===== src/rtl/modulus_divider.sv =====
module modulus_divider #(
  parameter int CTRL_W = 9
) (
  input  logic              clk_in,
  input  logic              rst_sync,
  input  logic [CTRL_W-1:0] div_sel,
  output logic              div_out
);

  localparam logic [CTRL_W-1:0] ONE     = CTRL_W'(1);
  localparam logic [CTRL_W-1:0] FOUR    = CTRL_W'(4);
  localparam logic [CTRL_W-1:0] EIGHT   = CTRL_W'(8);
  localparam logic [CTRL_W-1:0] TWELVE  = CTRL_W'(12);
  localparam logic [CTRL_W-1:0] SIXTEEN = CTRL_W'(16);

  function automatic logic [CTRL_W-1:0] high_of(input logic [CTRL_W-1:0] n);
    logic [CTRL_W-1:0] r;
    r = '0;
    if (n < TWELVE) begin
      r = n - FOUR;
    end else if (n < SIXTEEN) begin
      r = n - EIGHT;
    end else begin
      for (int i = 4; i < CTRL_W; i++) begin
        if (n[i]) begin
          r = '0;
          r[i-1] = 1'b1;
        end
      end
    end
    return r;
  endfunction

  logic [CTRL_W-1:0] cnt, n_lat, hi_lat, n_new, hi_new;
  logic              at_start;

  assign at_start = (cnt == '0);
  assign n_new    = (div_sel < EIGHT) ? EIGHT : div_sel;
  assign hi_new   = high_of(n_new);

  always_ff @(posedge clk_in) begin
    if (rst_sync) begin
      cnt     <= '0;
      n_lat   <= EIGHT;
      hi_lat  <= FOUR;
      div_out <= 1'b0;
    end else if (at_start) begin
      n_lat   <= n_new;
      hi_lat  <= hi_new;
      div_out <= 1'b1;
      cnt     <= ONE;
    end else begin
      div_out <= (cnt < hi_lat);
      cnt     <= (cnt == n_lat - ONE) ? '0 : cnt + ONE;
    end
  end


  rise_at_start_chk: assert property (@(posedge clk_in) disable iff (rst_sync)
    $rose(div_out) |-> ($past(cnt) == '0));


  hold_mid_period_chk: assert property (@(posedge clk_in) disable iff (rst_sync)
    (cnt != '0) |=> $stable(n_lat));


  count_in_range_chk: assert property (@(posedge clk_in) disable iff (rst_sync)
    (cnt < n_lat) && (n_lat >= EIGHT));


  duty_bound_chk: assert property (@(posedge clk_in) disable iff (rst_sync)
    (n_lat >= SIXTEEN) |-> ((hi_lat <= (n_lat >> 1)) && (hi_lat > (n_lat >> 2))));


  reset_low_chk: assert property (@(posedge clk_in)
    rst_sync |=> !div_out);

endmodule


===== config.mk =====
export PLATFORM = sky130hd
export DESIGN_NAME = modulus_divider
export DESIGN_NICKNAME = d
export VERILOG_FILES = /design/src/rtl/modulus_divider.sv
export SDC_FILE = /design/constraint.sdc
export NUM_CORES = 1
export LEC_CHECK = 0
export BUFFER_PORTS_ARGS = -buffer_cell sky130_fd_sc_hd__buf_2
export CAP_MARGIN = 20
export CORE_MARGIN = 2
export CORE_UTILIZATION = 62
export DETAILED_ROUTE_END_ITERATION = 6
export PLACE_DENSITY = 0.79
export REMOVE_ABC_BUFFERS = 1
export SLEW_MARGIN = 15
export SYNTH_ARGS = -nofsm -noshare
export SYNTH_HDL_FRONTEND = slang
export SYNTH_SLANG_ARGS = --single-unit

===== constraint.sdc =====
create_clock -name clk_in -period 4.15 [get_ports clk_in]
set_clock_uncertainty 0.1 [all_clocks]
set_input_delay 0.415 -clock clk_in [delete_from_list [all_inputs] [get_ports clk_in]]
set_output_delay 0.415 -clock clk_in [all_outputs]
set_load 0.02 [all_outputs]

==> summary.md <==
| Metric | Value |
|---|---|
| RSZ-0062 raised after global routing | false |
| Die extent in y | 57.27 um |
| Die width | 57.27 um |
| Slew Viols, Final | 0 |
| Synth top area share | 0.3186 |
| Starting density of the core | 0.6435 |
| Leakage | 0.7221 nW |
| Postcts setup bufs | 0 |
| Max VDD drop | 0.0004787 V |
| Area of the mapped netlist | 1759 sq um |
| Commonest non-fill, non-tap cell in the layout | dfxtp_1 |
| Post-DRT Antenna Nets | 0 |
| Initial antenna violation count | 0 |
| Via/cell ratio | 5.972 |
| # rows | 19 |
| Max_cap viols | 0 |
| Routability cong. | 0.8505 |
| Outcome | finished clean |
| Setup tns final | 0 ns |
| DRC errors left | 0 |
| Hold Buf Count CTS | 0 |
| Seq/Total Area, Yosys | 0.3186 |
| Ys Warns | 0 |
| Total power | 0.0006305 W |
| Max_slew headroom | 0.4654 |
| CP max FO | 10 |
| TritonCTS Buffers | 3 |
| EDFF count, synth | 0 |
| Total Routed Length | 3.660 mm |
| Top FF cell, synth | dfxtp_1 |
| CTS Buffer Depth | 2 |
| Final setup vio count | 0 |
| Final Hold Fails | 0 |
| Hold_ws | 0.2368 ns |
| WL per Instance | 14.41 um |
| Commonest cells after routing, fill and taps aside | dfxtp_1 (28), nand2_1 (24), nor2_1 (20), a21oi_1 (20), inv_1 (17) |
| R2r worst-path depth | 6 |
| Period utilisation layout | 0.6182 |
| Post-synth top area cell | dfxtp_1 |
| Hold Path Class | primary input to flip-flop |
| Post-Synthesis Cells | 218 |
| Core Region | 2734 sq um |
| P&R area growth vs syn | 5.192% |
| Highest Clock Rate | 0.3898 GHz |
| WS Path Type | flip-flop to flip-flop |
| Hold depth | 3 |
| Worst Setup End Kind | flip-flop |
| Met3 WL | 158 um |
| CP Data Required Time | 4.27 ns |
| Wl on met1 | 1.653 mm |
| Startpoint class of the critical path | flip-flop |
| Power Dens Cells | 340.7 nW/um^2 |
| FFs w/ async S/R, synth | 0 |
| Iteration count of the initial detailed-routing pass | 4 |
| Synth area leaders | dfxtp_1 (32%), ha_1 (11%), a21oi_1 (5.7%), nand2_1 (5.1%), xnor2_1 (5.0%) |
| CTS H-Tree Depth | 1 |
| Clock-pin slew on the worst setup and hold paths | 0.16 ns |
| Final Critical Period | 2.566 ns |
| CTS resizes | 0 |
| Die area | 3279 sq um |
| CTS tree | built |
| Post-synth cell types | 43 |
| DR iter-0 viols | 83 |
| Highest metal used | met4 |
| Met2 routed wirelength | 1.811 mm |
| Largest net degree at the start of global routing | 26 |
| Root Buffer | clkbuf_4 |
| DR vias | 1,517 |
| Vias in the first global route | 1,444 |
| CTS Sinks | 28 |
| Final net count | 250 |
| Synth Register Bits | 28 |
| Post-DP HPWL | 2.738 mm |
| Inserted Diodes | 0 |
| I/O pin total | 12 |
| Worst-skew pair later-pin latency | 0.33 ns |
| R2R setup slack | 1.58 ns |
| Gr ovfl total | 0 |
| Pre-CTS WS | 1.356 ns |
| Global-route wire length before repair | 6.354 mm |
| Buffers on Ports | 11 |
| Ratio of cells with drive above 1 in the final layout | 0.08520 |
| Final WS setup | 1.584 ns |
| CP Data Arrival Time | 2.69 ns |
| Synth Area per Inst | 8.070 sq um |
| Slew @ Worst Pin | 0.7999 ns |
| All-Layer GR Usage | 0.2427 |
==> registers in the layout, indices dropped and copies added, names as in the netlist <==
name and flops:
hi_lat 9, n_lat 9, cnt 9, div_out 1
==> cells by family (layout without fill, tap and decap cells) <==
logic type,count (synthesis),after routing,synth area share
AO/OA/AOI/OAI,46,46,0.1771
flip-flops,28,28,0.3186
AND/OR/NAND/NOR,83,83,0.2354
buffers and inverters,27,32,0.06756
adder cells (fa/ha/maj),15,15,0.1067
XOR/XNOR,19,19,0.09459
==> through the flow <==
step | utilization | cells | area (sq um)
CTS | 0.6769 | 254 | 1851
global placement | 0.6577 | 250 | 1798
detailed placement | 0.6577 | 250 | 1798
floorplan | - | 208 | 1704
global route | 0.6769 | 254 | 1851
finish | 0.6769 | 254 | 1851
==> area by class of cell <==
class                   instances  area (sq um)
multi-input cells             163          1080
clock inverters                 1         30.03
flip-flops and latches         28         560.5
clock buffers                   3         22.52
well taps                      31         38.79
repair buffers                 11         55.05
fillers                       231         883.3
inverters                      17         63.81
==> synth_stat cells, types with 2 or more instances <==
master / number
nor2_1: 20
buf_6: 2
nand2_1: 24
ha_1: 15
o211ai_1: 5
clkbuf_1: 6
a21o_1: 2
or3_1: 2
a31oi_1: 2
nor4_1: 4
dfxtp_1: 28
nor3_1: 5
inv_1: 17
or4_1: 2
a21oi_1: 20
o21ai_0: 5
nand3_1: 10
xor2_1: 9
nand4_1: 4
nor4b_1: 3
xnor2_1: 10
a211oi_1: 2
==> critical path, stage by stage (launching register included) <==
cell and delay, ns:
dfxtp_1 0.43, or4_1 0.64, or4b_1 0.54, a31oi_1 0.17, a21oi_1 0.10, o31ai_4 0.37
nor2_1 0.10
==> final timing paths <==
| kind | startpoint | to |
|---|---|---|
| setup / recovery | n_lat[2]$_SDFFE_PP0P_ | cnt[5]$_SDFF_PP0_ |
| hold / removal | div_sel[5] | n_lat[5]$_SDFFE_PP0P_ |
| setup reg to reg | n_lat[2]$_SDFFE_PP0P_ | cnt[5]$_SDFF_PP0_ |
| hold reg to reg | hi_lat[1]$_SDFFE_PP0P_ | hi_lat[1]$_SDFFE_PP0P_ |
==> where the power goes <==
group | switching [W] | internal (W) | total (W) | leakage (nW)
Sequential | 0.0000205 | 0.000286 | 0.000307 | 0.229
Clock | 0.0000829 | 0.0000977 | 0.000181 | 0.0279
Combinational | 0.0000846 | 0.0000588 | 0.000143 | 0.465
Total | 0.000188 | 0.000443 | 0.000631 | 0.722
==> per-layer routing <==
layer | vias to the layer above | global-route usage
met5 | - | 0
met4 | 0 | 0.06645
met1 | 709 | 0.3139
met3 | 4 | 0.05669
li1 | 773 | -
met2 | 31 | 0.4072
No activity file was read; power rests on OpenSTA's default activity.
